==> src/rtl/fcc_pkg.sv <==
package fcc_pkg;

    typedef enum logic [2:0] {
        ST_IDLE,
        ST_ERS_SETUP,
        ST_PRG_SETUP,
        ST_PRG_BUSY,
        ST_ERS_BUSY,
        ST_SUSPENDED
    } fcc_state_e;

    typedef enum logic [1:0] {
        RM_ARRAY  = 2'd0,
        RM_IDENT  = 2'd1,
        RM_STATUS = 2'd2
    } rd_mode_e;

    localparam logic [7:0] CMD_READ_ARRAY = 8'hFF;
    localparam logic [7:0] CMD_IDENT      = 8'h90;
    localparam logic [7:0] CMD_READ_STAT  = 8'h70;
    localparam logic [7:0] CMD_CLR_STAT   = 8'h50;
    localparam logic [7:0] CMD_ERS_SETUP  = 8'h20;
    localparam logic [7:0] CMD_CONFIRM    = 8'hD0;
    localparam logic [7:0] CMD_PRG_SETUP  = 8'h40;
    localparam logic [7:0] CMD_PRG_ALT    = 8'h10;
    localparam logic [7:0] CMD_SUSPEND    = 8'hB0;

endpackage

==> src/rtl/fcc_bus_sync.sv <==
module fcc_bus_sync #(
    parameter int SYNC_STAGES = 2,
    parameter int ADDR_W      = 18,
    parameter int DATA_W      = 16
) (
    input  logic              clk,
    input  logic              rst_n,
    input  logic              ce_n,
    input  logic              we_n,
    input  logic              oe_n,
    input  logic [ADDR_W-1:0] addr,
    input  logic [DATA_W-1:0] dq,
    output logic              wr_pulse,
    output logic [ADDR_W-1:0] cap_addr,
    output logic [DATA_W-1:0] cap_data
);

    localparam int NUM_STROBES = 3;

    logic [NUM_STROBES-1:0] raw_strobe;
    logic [NUM_STROBES-1:0] synced;
    logic                   active;
    logic                   active_q;

    assign raw_strobe = {oe_n, we_n, ce_n};

    for (genvar i = 0; i < NUM_STROBES; i++) begin : g_strobe
        logic [SYNC_STAGES-1:0] chain_q;
        always_ff @(posedge clk or negedge rst_n) begin
            if (!rst_n) begin
                chain_q <= '1;
            end else begin
                chain_q <= {chain_q[SYNC_STAGES-2:0], raw_strobe[i]};
            end
        end
        assign synced[i] = chain_q[SYNC_STAGES-1];
    end

    // write cycle: output enable high, chip and write enable low
    assign active   = synced[2] & ~synced[1] & ~synced[0];
    // first strobe to rise ends the cycle; the second finds it already ended
    assign wr_pulse = active_q & ~active;

    always_ff @(posedge clk or negedge rst_n) begin
        if (!rst_n) begin
            active_q <= 1'b0;
            cap_addr <= '0;
            cap_data <= '0;
        end else begin
            active_q <= active;
            if (active) begin
                cap_addr <= addr;
                cap_data <= dq;
            end
        end
    end

endmodule

==> src/rtl/fcc_cmd_fsm.sv <==
module fcc_cmd_fsm
    import fcc_pkg::*;
#(
    parameter int ADDR_W = 18,
    parameter int DATA_W = 16
) (
    input  logic              clk,
    input  logic              rst_n,
    input  logic              wr_pulse,
    input  logic [ADDR_W-1:0] cap_addr,
    input  logic [DATA_W-1:0] cap_data,
    input  logic              eng_done,
    input  logic              eng_fail,
    input  logic              vpp_low,
    output rd_mode_e          read_mode,
    output logic              ready,
    output logic              suspended,
    output logic              prog_start,
    output logic              erase_start,
    output logic              suspend_req,
    output logic              resume_req,
    output logic [ADDR_W-1:0] prog_addr,
    output logic [DATA_W-1:0] prog_data,
    output logic              seq_err,
    output logic              prg_fail_set,
    output logic              ers_fail_set,
    output logic              vpp_set,
    output logic              clr_stat
);

    fcc_state_e state, nxt_state;
    rd_mode_e   nxt_mode;
    logic [7:0] cmd;

    assign cmd       = cap_data[7:0];
    assign prog_addr = cap_addr;
    assign prog_data = cap_data;
    assign ready     = (state != ST_PRG_BUSY) && (state != ST_ERS_BUSY);
    assign suspended = (state == ST_SUSPENDED);

    // state register
    always_ff @(posedge clk or negedge rst_n) begin
        if (!rst_n) begin
            state     <= ST_IDLE;
            read_mode <= RM_ARRAY;
        end else begin
            state     <= nxt_state;
            read_mode <= nxt_mode;
        end
    end

    // transitions and outputs
    always_comb begin
        nxt_state    = state;
        nxt_mode     = read_mode;
        prog_start   = 1'b0;
        erase_start  = 1'b0;
        suspend_req  = 1'b0;
        resume_req   = 1'b0;
        seq_err      = 1'b0;
        prg_fail_set = 1'b0;
        ers_fail_set = 1'b0;
        vpp_set      = 1'b0;
        clr_stat     = 1'b0;
        unique case (state)
            ST_IDLE: begin
                if (wr_pulse) begin
                    case (cmd)
                        CMD_READ_ARRAY: nxt_mode = RM_ARRAY;
                        CMD_IDENT:      nxt_mode = RM_IDENT;
                        CMD_READ_STAT:  nxt_mode = RM_STATUS;
                        CMD_CLR_STAT:   clr_stat = 1'b1;
                        CMD_ERS_SETUP: begin
                            nxt_state = ST_ERS_SETUP;
                            nxt_mode  = RM_STATUS;
                        end
                        CMD_PRG_SETUP, CMD_PRG_ALT: begin
                            nxt_state = ST_PRG_SETUP;
                            nxt_mode  = RM_STATUS;
                        end
                        default: begin
                            seq_err  = 1'b1;
                            nxt_mode = RM_STATUS;
                        end
                    endcase
                end
            end
            ST_ERS_SETUP: begin
                if (wr_pulse) begin
                    if (cmd == CMD_CONFIRM) begin
                        erase_start = 1'b1;
                        nxt_state   = ST_ERS_BUSY;
                    end else begin
                        seq_err   = 1'b1;
                        nxt_state = ST_IDLE;
                    end
                    nxt_mode = RM_STATUS;
                end
            end
            ST_PRG_SETUP: begin
                if (wr_pulse) begin
                    prog_start = 1'b1;
                    nxt_state  = ST_PRG_BUSY;
                end
            end
            ST_PRG_BUSY: begin
                if (eng_done) begin
                    nxt_state    = ST_IDLE;
                    prg_fail_set = eng_fail;
                    vpp_set      = vpp_low;
                end
            end
            ST_ERS_BUSY: begin
                if (eng_done) begin
                    nxt_state    = ST_IDLE;
                    ers_fail_set = eng_fail;
                    vpp_set      = vpp_low;
                end else if (wr_pulse && cmd == CMD_SUSPEND) begin
                    suspend_req = 1'b1;
                    nxt_state   = ST_SUSPENDED;
                end
            end
            ST_SUSPENDED: begin
                if (wr_pulse) begin
                    case (cmd)
                        CMD_READ_ARRAY: nxt_mode = RM_ARRAY;
                        CMD_READ_STAT:  nxt_mode = RM_STATUS;
                        CMD_CONFIRM: begin
                            resume_req = 1'b1;
                            nxt_state  = ST_ERS_BUSY;
                            nxt_mode   = RM_STATUS;
                        end
                        default: ;
                    endcase
                end
            end
            default: nxt_state = ST_IDLE;
        endcase
    end


    pulse_exclusive_chk: assert property (@(posedge clk) disable iff (!rst_n)
        $countones({prog_start, erase_start, suspend_req, resume_req}) <= 1);


    susp_enter_chk: assert property (@(posedge clk) disable iff (!rst_n)
        suspend_req |=> suspended && ready);


    busy_not_susp_chk: assert property (@(posedge clk) disable iff (!rst_n)
        !ready |-> !suspended);


    erase_busy_chk: assert property (@(posedge clk) disable iff (!rst_n)
        erase_start |=> !ready && read_mode == RM_STATUS);


    done_ready_chk: assert property (@(posedge clk) disable iff (!rst_n)
        (eng_done && !ready) |=> ready && $stable(read_mode));


    reset_mode_chk: assert property (@(posedge clk)
        $rose(rst_n) |-> (read_mode == RM_ARRAY) && ready);

endmodule

==> src/rtl/fcc_status_reg.sv <==
module fcc_status_reg (
    input  logic       clk,
    input  logic       rst_n,
    input  logic       ready,
    input  logic       suspended,
    input  logic       seq_err,
    input  logic       prg_fail_set,
    input  logic       ers_fail_set,
    input  logic       vpp_set,
    input  logic       clr_stat,
    output logic [7:0] status_byte
);

    // sticky flags: [2] erase error, [1] program error, [0] voltage error
    logic [2:0] err_q;

    always_ff @(posedge clk or negedge rst_n) begin
        if (!rst_n) begin
            err_q <= '0;
        end else if (clr_stat) begin
            err_q <= '0;
        end else begin
            err_q <= err_q | {seq_err | ers_fail_set, seq_err | prg_fail_set, vpp_set};
        end
    end

    assign status_byte = {ready, suspended, err_q, 3'b000};


    clear_chk: assert property (@(posedge clk) disable iff (!rst_n)
        clr_stat |=> status_byte[5:3] == 3'b000);


    seq_err_chk: assert property (@(posedge clk) disable iff (!rst_n)
        seq_err |=> status_byte[5:4] == 2'b11);

endmodule

==> src/rtl/fcc_read_mux.sv <==
module fcc_read_mux
    import fcc_pkg::*;
#(
    parameter int              DATA_W   = 16,
    parameter logic [DATA_W-1:0] MFR_CODE = '0,
    parameter logic [DATA_W-1:0] DEV_CODE = '0
) (
    input  rd_mode_e          read_mode,
    input  logic              addr_lsb,
    input  logic [DATA_W-1:0] arr_rdata,
    input  logic [7:0]        status_byte,
    output logic [DATA_W-1:0] rd_data
);

    always_comb begin
        rd_data = '0;
        unique case (read_mode)
            RM_ARRAY:  rd_data = arr_rdata;
            RM_IDENT:  rd_data = addr_lsb ? DEV_CODE : MFR_CODE;
            RM_STATUS: rd_data = {{(DATA_W-8){1'b0}}, status_byte};
            default:   rd_data = '0;
        endcase
    end

endmodule

==> src/rtl/flash_cmd_ctrl.sv <==
module flash_cmd_ctrl
    import fcc_pkg::*;
#(
    parameter int              ADDR_W      = 18,
    parameter int              DATA_W      = 16,
    parameter int              SYNC_STAGES = 2,
    parameter logic [DATA_W-1:0] MFR_CODE  = 16'h00A7,
    parameter logic [DATA_W-1:0] DEV_CODE  = 16'h0C3E
) (
    input  logic              clk,
    input  logic              rst_n,
    input  logic              bus_ce_n,
    input  logic              bus_we_n,
    input  logic              bus_oe_n,
    input  logic [ADDR_W-1:0] bus_addr,
    input  logic [DATA_W-1:0] bus_dq,
    input  logic [DATA_W-1:0] arr_rdata,
    input  logic              eng_done,
    input  logic              eng_fail,
    input  logic              vpp_low,
    output logic              prog_start,
    output logic              erase_start,
    output logic              suspend_req,
    output logic              resume_req,
    output logic [ADDR_W-1:0] prog_addr,
    output logic [DATA_W-1:0] prog_data,
    output logic [1:0]        read_mode,
    output logic [DATA_W-1:0] rd_data
);

    logic              wr_pulse;
    logic [ADDR_W-1:0] cap_addr;
    logic [DATA_W-1:0] cap_data;
    rd_mode_e          mode;
    logic              ready, suspended;
    logic              seq_err, prg_fail_set, ers_fail_set, vpp_set, clr_stat;
    logic [7:0]        status_byte;

    fcc_bus_sync #(
        .SYNC_STAGES(SYNC_STAGES),
        .ADDR_W     (ADDR_W),
        .DATA_W     (DATA_W)
    ) sync_i (
        .clk     (clk),
        .rst_n   (rst_n),
        .ce_n    (bus_ce_n),
        .we_n    (bus_we_n),
        .oe_n    (bus_oe_n),
        .addr    (bus_addr),
        .dq      (bus_dq),
        .wr_pulse(wr_pulse),
        .cap_addr(cap_addr),
        .cap_data(cap_data)
    );

    fcc_cmd_fsm #(
        .ADDR_W(ADDR_W),
        .DATA_W(DATA_W)
    ) fsm_i (
        .clk         (clk),
        .rst_n       (rst_n),
        .wr_pulse    (wr_pulse),
        .cap_addr    (cap_addr),
        .cap_data    (cap_data),
        .eng_done    (eng_done),
        .eng_fail    (eng_fail),
        .vpp_low     (vpp_low),
        .read_mode   (mode),
        .ready       (ready),
        .suspended   (suspended),
        .prog_start  (prog_start),
        .erase_start (erase_start),
        .suspend_req (suspend_req),
        .resume_req  (resume_req),
        .prog_addr   (prog_addr),
        .prog_data   (prog_data),
        .seq_err     (seq_err),
        .prg_fail_set(prg_fail_set),
        .ers_fail_set(ers_fail_set),
        .vpp_set     (vpp_set),
        .clr_stat    (clr_stat)
    );

    fcc_status_reg status_i (
        .clk         (clk),
        .rst_n       (rst_n),
        .ready       (ready),
        .suspended   (suspended),
        .seq_err     (seq_err),
        .prg_fail_set(prg_fail_set),
        .ers_fail_set(ers_fail_set),
        .vpp_set     (vpp_set),
        .clr_stat    (clr_stat),
        .status_byte (status_byte)
    );

    fcc_read_mux #(
        .DATA_W  (DATA_W),
        .MFR_CODE(MFR_CODE),
        .DEV_CODE(DEV_CODE)
    ) rmux_i (
        .read_mode  (mode),
        .addr_lsb   (bus_addr[0]),
        .arr_rdata  (arr_rdata),
        .status_byte(status_byte),
        .rd_data    (rd_data)
    );

    assign read_mode = mode;

endmodule

==> config.mk <==
export PLATFORM = sky130hd
export DESIGN_NAME = flash_cmd_ctrl
export DESIGN_NICKNAME = d
export VERILOG_FILES = /design/src/rtl/fcc_pkg.sv /design/src/rtl/fcc_bus_sync.sv /design/src/rtl/fcc_cmd_fsm.sv /design/src/rtl/fcc_status_reg.sv /design/src/rtl/fcc_read_mux.sv /design/src/rtl/flash_cmd_ctrl.sv
export SDC_FILE = /design/constraint.sdc
export NUM_CORES = 1
export LEC_CHECK = 0
export ABC_AREA = 1
export BUFFER_PORTS_ARGS = -buffer_cell sky130_fd_sc_hd__buf_2
export CAP_MARGIN = 5
export CORE_ASPECT_RATIO = 1.4
export CORE_MARGIN = 3
export CORE_UTILIZATION = 40
export DETAILED_ROUTE_END_ITERATION = 10
export PLACE_DENSITY = 0.67
export SYNTH_ARGS = -nofsm -noshare
export SYNTH_HDL_FRONTEND = slang
export SYNTH_HIERARCHICAL = 1
export SYNTH_SLANG_ARGS = --single-unit
==> constraint.sdc <==
create_clock -name clk -period 4.52 [get_ports clk]
set_input_delay 0.452 -clock clk [delete_from_list [all_inputs] [get_ports clk]]
set_output_delay 0.452 -clock clk [all_outputs]
set_load 0.05 [all_outputs]
* Word-level counts from Yosys, hierarchy flattened *
Cells that the tools add are included.

word-level totals
  bits of input ports = 58
  output and inout port bits = 56
  register bits = 49

operators by class
  mux-type cells = 42
  equality and inequality tests = 28
  bitwise operators = 9
  reduce and logical (&&, ||, !) cells = 11

operators with widths
  kind                  number
  $pmux W16 S3          1
  $eq A8 B8 Y1 const B  4
  $mux W3               10
  $eq A8 B7 Y1 const B  3
  $mux W1               21
  $pmux W3 S6           1
  $mux W12              1
  $pmux W2 S3           2
  $ne A3 B3 Y1 const B  3
  $eq A8 B5 Y1 const B  1
  $eq A8 B6 Y1 const B  1
  $ne A2 B1 Y1 const B  4
  $reduce_and A8 Y1     1
  $reduce_or A7 Y1      1
  $eq A3 B2 Y1 const B  2
  $eq A3 B3 Y1 const B  2
  $mux W2               3
  $ne A2 B2 Y1 const B  3
  $ne A3 B2 Y1 const B  2
  $pmux W3 S2           1
  $reduce_and A6 Y1     1
  $reduce_or A2 Y1      3
  $pmux W2 S2           1
  $and A1 B1 Y1         3
  11 further kinds      15

* Logic depth before layout (Yosys ltp) *
Gate-level depths: netlist of the first run.

  depth after elaboration = 10
  depth in mapped cells = 14

* By module *
Netlist of the first run, hierarchy kept.

modules (own cells, without submodules)
  module          sequential area each (µm²)  cells each  instances  area each (µm²)
  fcc_bus_sync    1033.5                      162         1          1624.1
  fcc_cmd_fsm     125.1                       167         1          989.7
  fcc_read_mux    0.0                         49          1          230.2
  fcc_status_reg  75.1                        17          1          148.9

* Least setup slack after synthesis of the first run *
Ideal clock, no wire load.

  kind = flip-flop to output port
  start point = register sync_i.g_strobe[0].chain_q[1]
  end point = output resume_req
  arrival = 2.147 ns
  cell stages (with the launch flop) = 8
  buffers on the path = 1
  data required time = 4.068 ns
  slack = 1.921 ns
  path through = dfstp_2 -> inv_2 -> nand3_4 -> buf_6 -> nand2_1 -> inv_1 -> inv_1 -> nor3_1

between the ends
  word-level cells in the longest chain between the ends = 6

ends and longest elaborated chain
  element                   RTL line              source
  start: declaration        fcc_bus_sync.sv:28    logic [SYNC_STAGES-1:0] chain_q;
  start signal: assignment  fcc_bus_sync.sv:33    chain_q <= {chain_q[SYNC_STAGES-2:0], raw_strobe[i]};
  $not A1 Y1                fcc_bus_sync.sv:40    assign active = synced[2] & ~synced[1] & ~synced[0];
  $and A1 B1 Y1             fcc_bus_sync.sv:40
  $not A1 Y1                fcc_bus_sync.sv:42    assign wr_pulse = active_q & ~active;
  $and A1 B1 Y1             fcc_bus_sync.sv:42
  net wr_pulse              flash_cmd_ctrl.sv:31  logic wr_pulse;
  $mux W1                   fcc_cmd_fsm.sv:124    if (wr_pulse) begin
  $mux W1                   fcc_cmd_fsm.sv:65     unique case (state)
  end: declaration          flash_cmd_ctrl.sv:24  output logic resume_req,

The timed path passes the listed nets, and every way through them passes these cells.

* Worst setup path in the final report of the first run *
  start point = register sync_i.g_strobe[2].chain_q[1]
  end point = output resume_req

between the ends
  word-level cells in the longest chain between the ends = 6

ends and longest elaborated chain
  element                      RTL line
  start: declaration           fcc_bus_sync.sv:28
  start signal: assignment     fcc_bus_sync.sv:33
  $and A1 B1 Y1 (2 in series)  fcc_bus_sync.sv:40
  $not A1 Y1                   fcc_bus_sync.sv:42
  $and A1 B1 Y1                fcc_bus_sync.sv:42
  net wr_pulse                 flash_cmd_ctrl.sv:31
  $mux W1                      fcc_cmd_fsm.sv:124
  $mux W1                      fcc_cmd_fsm.sv:65

The timed path passes the listed nets, and every way through them passes these cells.

==> metrics.txt, run 1 <==
routed vias/inst=around 4.7; reg-to-reg slack, setup=2.18 ns; type of the setup path with the least slack=flop to primary output; status=complete, no violations; number of synthesis warnings=6; setup-violating endpoint count in the final report=0; worst min-delay path category=primary input to flop; maximum clock rate=349 MHz; via count of the first global-routing pass=2431; Post-Synthesis Cell Area=approximately 0.003 sq mm; final hold slack=0.244 ns; antenna-violating nets left=0; TritonCTS clock tree=done; GRT Overall Usage=16.0%; library cell with the largest summed area after synthesis=sky130_fd_sc_hd__dfrtp_1; floorplan row count=36; initial drt markers=68; cts repair resizes=0; die width=about 79 um; number of flip-flops and latches in the synthesized netlist=49; number of library cell types mapped by synthesis=26; max-slew violation count=0; number of ports placed on the die boundary=about 110; pin slew with the least headroom to its limit=1.06 ns; detailed-route DRC error count=0; CP Capture Type=primary output; sequential element share of the synthesized area=around two fifths; cells after synthesis=395; routed length per placed instance=12.3 um; vias=2632; share of layout cells above drive strength 1=33.5%; maximum clock insertion buffer count=2; share of the synthesized area in the top cell type=36.0%; endpoint required time on the critical path=4.07 ns; DP HPWL=roughly 5200 um; maximum number of pins on one net before global-route repair=50; Clk Latency, worst-skew pair=0.30 ns; end of the worst register-to-register path=fsm_i/state[0]; initial cell density of the core=around 42%; Chip Height=108 um; Worst Hold Path EP=sync_i/g_strobe[2].chain_q[0]; sum of routed wire length over all layers=between 6000 and 7000 um; ANT cells=0; launch point of the worst reg-to-reg path=sync_i/g_strobe[2].chain_q[1]; maximum clock skew at final layout=0.00396 ns; Core Area=0.00712 sq mm; fill cell count=roughly 750; Clock Sink Count=49; Period Utilization, post-route=63.4%; Setup Total Neg Slack=0 ns; Crit path arrival time=2.42 ns; Final Hold Viols=0; Post-CTS Hold Fix Bufs=0; power density cells=between 500 and 600 mW/mm^2; Critical Path Source Type=flop; wire length of the first global-routing pass=11000 um; dominant cells by area after synthesis=sky130_fd_sc_hd__dfrtp_1 36%, sky130_fd_sc_hd__nand2_1 15%, sky130_fd_sc_hd__buf_4 10%; area added between synthesis and finish=13.2%; worst min-delay path startpoint=bus_oe_n; Remaining Overflow, GRT=0; RSZ-0062 raised after global routing=false; Max-cap violations=0; Post-Syn Area per Cell=7.58 sq um; Clk pin slew, worst setup/hold paths=about 0.09 ns; leakage power of the design=1.92 nW; number of buffers added by the clock tree synthesis step=5; largest fanout on the critical path=36; worst vdd ir=0.243 mV; headroom to the max-slew limit=29.2%; number of antenna violations at the first check in global routing=0; final-stage net count=520; IO Port Bufs=roughly 110; number of H-tree branching levels=2; DIE AREA=0.00857 sq mm; global placement routability congestion=0.813; path depth of the worst reg2reg path=11; CTS Root Cell=sky130_fd_sc_hd__clkbuf_8; drt pass-1 iters=4; hold-critical path depth=1; Period minus WS final=2.87 ns; postcts setup bufs=0
stage by stage:
step | instances | setup WS [ns] | cell area (sq um) | power, mW | util, %
after detailed placement | 550 | 1.99 | 3270 | 1.45 | 46.0
after floorplan | 397 | 1.92 | 3000 | 1.35 | -
after CTS | 558 | 1.66 | 3390 | 1.78 | 47.6
after global placement | 550 | 2.02 | 3270 | 1.44 | 46.0
after global routing | 558 | 1.41 | 3390 | 1.86 | 47.6
final | 558 | 1.65 | 3390 | 1.76 | 47.6
logic make-up (layout without fill, tap and decap cells):
| family | after synthesis | count (layout) | synth area share, % |
|---|---|---|---|
| and+or+nand+nor | 243 | 243 | 38.0 |
| buffers and inverters | 93 | 159 | 18.6 |
| DFF | 49 | 49 | 41.2 |
| AOI/OAI and AO/OA | 9 | 9 | 2.09 |
| other | 1 | 3 | 0.125 |
worst max-delay path: stages (launching register included):
cell,delay (ns)
sky130_fd_sc_hd__dfstp_2,0.95
sky130_fd_sc_hd__nand3_4,0.43
sky130_fd_sc_hd__nand2_1,0.16
sky130_fd_sc_hd__inv_1,0.07
sky130_fd_sc_hd__inv_1,0.19
sky130_fd_sc_hd__nor3_1,0.09
sky130_fd_sc_hd__buf_2,0.21
cells in the final DEF, fill, tap and decap left out, drive strengths merged:
master  instances
a21oi           8
a22oi           1
buf           113
bufinv          1
clkbuf          7
clkinv          2
conb            3
dfrtp          43
dfstp           6
inv            36
nand2         134
nand3          30
nand3b          1
nand4          35
nor2           37
nor3            5
nor4            1
cell type report:
class                   count  area (sq um)  area share [%]
flip-flops and latches     49          1230            36.4
multi-input cells         255          1210            35.7
repair buffers            113           566            16.7
inverters                  38           144            4.25
well taps                  95           119            3.51
clock buffers               7          86.3            2.55
clock inverters             1          30.0           0.886
how the worst max path moves through the flow:
stage	cells after the start	slack (ns)	to	start
finish	6	1.65	resume_req	sync_i/g_strobe[2].chain_q[1]
global placement	6	2.02	resume_req	sync_i/g_strobe[2].chain_q[1]
detailed placement	6	1.99	resume_req	sync_i/g_strobe[2].chain_q[1]
CTS	6	1.66	resume_req	sync_i/g_strobe[2].chain_q[1]
floorplan	7	1.92	resume_req	sync_i/g_strobe[0].chain_q[1]
global route	6	1.41	resume_req	sync_i/g_strobe[2].chain_q[1]
cell usage after synthesis:
cell                       instances
sky130_fd_sc_hd__a21oi_1           6
sky130_fd_sc_hd__a21oi_2           1
sky130_fd_sc_hd__a21oi_4           1
sky130_fd_sc_hd__a22oi_1           1
sky130_fd_sc_hd__buf_2             9
sky130_fd_sc_hd__buf_4            40
sky130_fd_sc_hd__buf_6             6
sky130_fd_sc_hd__clkinv_1          1
sky130_fd_sc_hd__clkinv_2          1
sky130_fd_sc_hd__conb_1            1
sky130_fd_sc_hd__dfrtp_1          43
sky130_fd_sc_hd__dfstp_2           6
sky130_fd_sc_hd__inv_1            29
sky130_fd_sc_hd__inv_2             7
sky130_fd_sc_hd__nand2_1         123
sky130_fd_sc_hd__nand2_2          11
sky130_fd_sc_hd__nand3_1          29
sky130_fd_sc_hd__nand3_4           1
sky130_fd_sc_hd__nand3b_1          1
sky130_fd_sc_hd__nand4_1          35
sky130_fd_sc_hd__nor2_1           30
sky130_fd_sc_hd__nor2_2            3
sky130_fd_sc_hd__nor2_4            3
sky130_fd_sc_hd__nor2_8            1
sky130_fd_sc_hd__nor3_1            5
sky130_fd_sc_hd__nor4_1            1
per-layer routing:
| metal | share of wire, % | vias up | track usage [%] | routed length, um |
|---|---|---|---|---|
| met5 | 0 | - | 0 | 0 |
| met4 | 1.9 | 0 | 5.77 | 131 |
| met3 | 6.8 | 12 | 3.17 | 468 |
| met2 | 53 | 98 | 29.8 | 3610 |
| met1 | 38 | 1172 | 17.8 | 2640 |
| li1 | - | 1350 | - | - |
sequential cells by signal, summed over array words and instances, names as in the netlist:
name	cells
sync_i/active_q	1
fsm_i/read_mode	2
sync_i/cap_data	16
sync_i/g_strobe.chain_q	6
status_i/err_q	3
sync_i/cap_addr	18
fsm_i/state	3
report_power, final:
| part | internal (mW) | switching (mW) | leakage, nW | total, mW |
|---|---|---|---|---|
| clock | 0.181 | 0.144 | 0.0585 | 0.324 |
| sequential | 0.508 | 0.0784 | 0.589 | 0.586 |
| combinational | 0.197 | 0.652 | 1.27 | 0.849 |
| total | 0.885 | 0.874 | 1.92 | 1.76 |
No activity file was read; power rests on OpenSTA's default activity.
==> inputs of run 2 (changes only) <==
Clock period 4.52 ns to 2.9 ns, I/O delays scaled along.
==> metrics.txt, run 2 (synthesis gave the netlist of run 1 again) <==
cts repair resizes=0 (unchanged); post-placement worst setup slack=0.599 ns (-1.39 ns); status=complete, no violations; global placement routability congestion=0.804 (-1.1%); GRT Overall Usage=16.0% (-0.058 points); CTS Root Cell=sky130_fd_sc_hd__clkbuf_8; Clk Latency, worst-skew pair=0.31 ns (about the same); detailed-route DRC error count=0 (unchanged); vias=2641 (+0.34%); ANT cells=0 (unchanged); Critical Path Source Type=flop; Chip Height=108 um (unchanged); Max-cap violations=0 (unchanged); Crit path arrival time=2.32 ns (-0.10 ns); share of the core filled with cells in the final layout=47.5% (-0.12 points); Final Hold Viols=0 (unchanged); max-slew violation count=0 (unchanged); power consumption=2.68 mW (+52%); most frequent standard cell in the layout excluding fill and tap cells=sky130_fd_sc_hd__nand2_1; endpoint required time on the critical path=2.61 ns (-1.46 ns); Clk pin slew, worst setup/hold paths=0.10 ns (about the same); headroom to the max-slew limit=28.5% (-0.72 points); setup-violating endpoint count in the final report=0 (unchanged); Post-CTS Hold Fix Bufs=0 (unchanged); area added between synthesis and finish=12.9%; Setup Total Neg Slack=0 ns (unchanged); die width=79.1 um (unchanged); registers with the most flip-flops=sync_i/cap_addr (18), sync_i/cap_data (16), sync_i/g_strobe.chain_q (6); Period minus WS final=2.61 ns; initial cell density of the core=42.1% (unchanged); Core Area=0.00712 sq mm (unchanged); leakage power of the design=1.92 nW (about the same); maximum number of pins on one net before global-route repair=50 (unchanged); TritonCTS clock tree=done; share of layout cells above drive strength 1=33.8% (+0.36 points); worst min-delay path category=primary input to flop; final-stage net count=521 (+0.19%); minimum setup slack in the final design=0.286 ns (-1.37 ns); Remaining Overflow, GRT=0 (unchanged); pin slew with the least headroom to its limit=1.07 ns (+0.0108 ns); floorplan row count=36 (unchanged); Reg with most FFs=sync_i/cap_addr; CP Capture Type=primary output; IO Port Bufs=113 (unchanged); routed length per placed instance=12.1 um (-1.8%); largest fanout on the critical path=36 (unchanged); antenna-violating nets left=0 (unchanged); number of H-tree branching levels=2 (unchanged); number of ports placed on the die boundary=114 (unchanged); via count of the first global-routing pass=2429 (-0.082%); sum of routed wire length over all layers=6740 um (-1.6%); wire length of the first global-routing pass=11000 um (+0.44%); power density cells=792 mW/mm^2 (+53%); maximum clock rate=between 300 and 400 MHz; routed vias/inst=4.72 (+0.16%); final hold slack=0.0714 ns (-0.173 ns); RSZ-0062 raised after global routing=false; initial drt markers=53 (-22%); type of the setup path with the least slack=flop to primary output; Clock Sink Count=49 (unchanged); worst vdd ir=0.359 mV (+48%); maximum clock insertion buffer count=2 (unchanged); most frequent cells in the layout=123 x sky130_fd_sc_hd__nand2_1, 113 x sky130_fd_sc_hd__buf_2, 43 x sky130_fd_sc_hd__dfrtp_1; DP HPWL=5090 um (-2.7%); maximum clock skew at final layout=0.00821 ns (+0.00425 ns); Period Utilization, post-route=90.1%; postcts setup bufs=0 (unchanged); DIE AREA=0.00857 sq mm (unchanged); flip-flop count of the largest register, all copies and words added=18 (unchanged); number of antenna violations at the first check in global routing=0 (unchanged); drt pass-1 iters=4 (unchanged); number of buffers added by the clock tree synthesis step=5 (unchanged)
run 2: report_power, final:
part           switching (mW)  internal (mW)
Sequential              0.114          0.791
Clock                   0.244          0.198
Combinational            1.02          0.308
Total                    1.38           1.30
run 2: path summary, 6_finish.rpt:
path | start | to | slack [ns] | cells after the start
setup / recovery | sync_i/g_strobe[0].chain_q[1] | resume_req | 0.29 | 7
setup reg to reg | sync_i/g_strobe[0].chain_q[1] | fsm_i/state[0] | 0.65 | 12
max in group asynchronous | rst_n | fsm_i/read_mode[0] | 2.06 | 1
min in group asynchronous | rst_n | sync_i/cap_addr[6] | 0.17 | 1
hold reg to reg | sync_i/g_strobe[0].chain_q[0] | sync_i/g_strobe[0].chain_q[1] | 0.36 | 0
hold / removal | bus_oe_n | sync_i/g_strobe[2].chain_q[0] | 0.07 | 1
run 2: metal layers:
metal	share of wire (%)	GRT usage, %
met5	0	0
met4	0.96	4.30
met3	7.1	3.00
met2	53	30.7
met1	39	17.6
run 2: critical path: stages (launching register included):
cell and delay, ns:
sky130_fd_sc_hd__dfstp_2 0.38, sky130_fd_sc_hd__inv_2 0.43, sky130_fd_sc_hd__nand3_4 0.45, sky130_fd_sc_hd__nand2_1 0.17, sky130_fd_sc_hd__inv_1 0.08, sky130_fd_sc_hd__inv_1 0.19, sky130_fd_sc_hd__nor3_1 0.08, sky130_fd_sc_hd__buf_2 0.21
run 2: area by class of cell:
class                      count  area [sq um]
clock buffer                   6          82.6
clock inverter                 2          17.5
fill                         733          3740
inverter                      38           144
multi-input combinational    255          1210
sequential                    49          1230
tap                           95           119
timing repair buffer         114           573
run 2: stage by stage:
step,cells,instance area [sq um]
floorplan,397,3000
global placement,551,3280
detailed placement,551,3280
CTS,559,3380
global route,559,3380
finish,559,3380
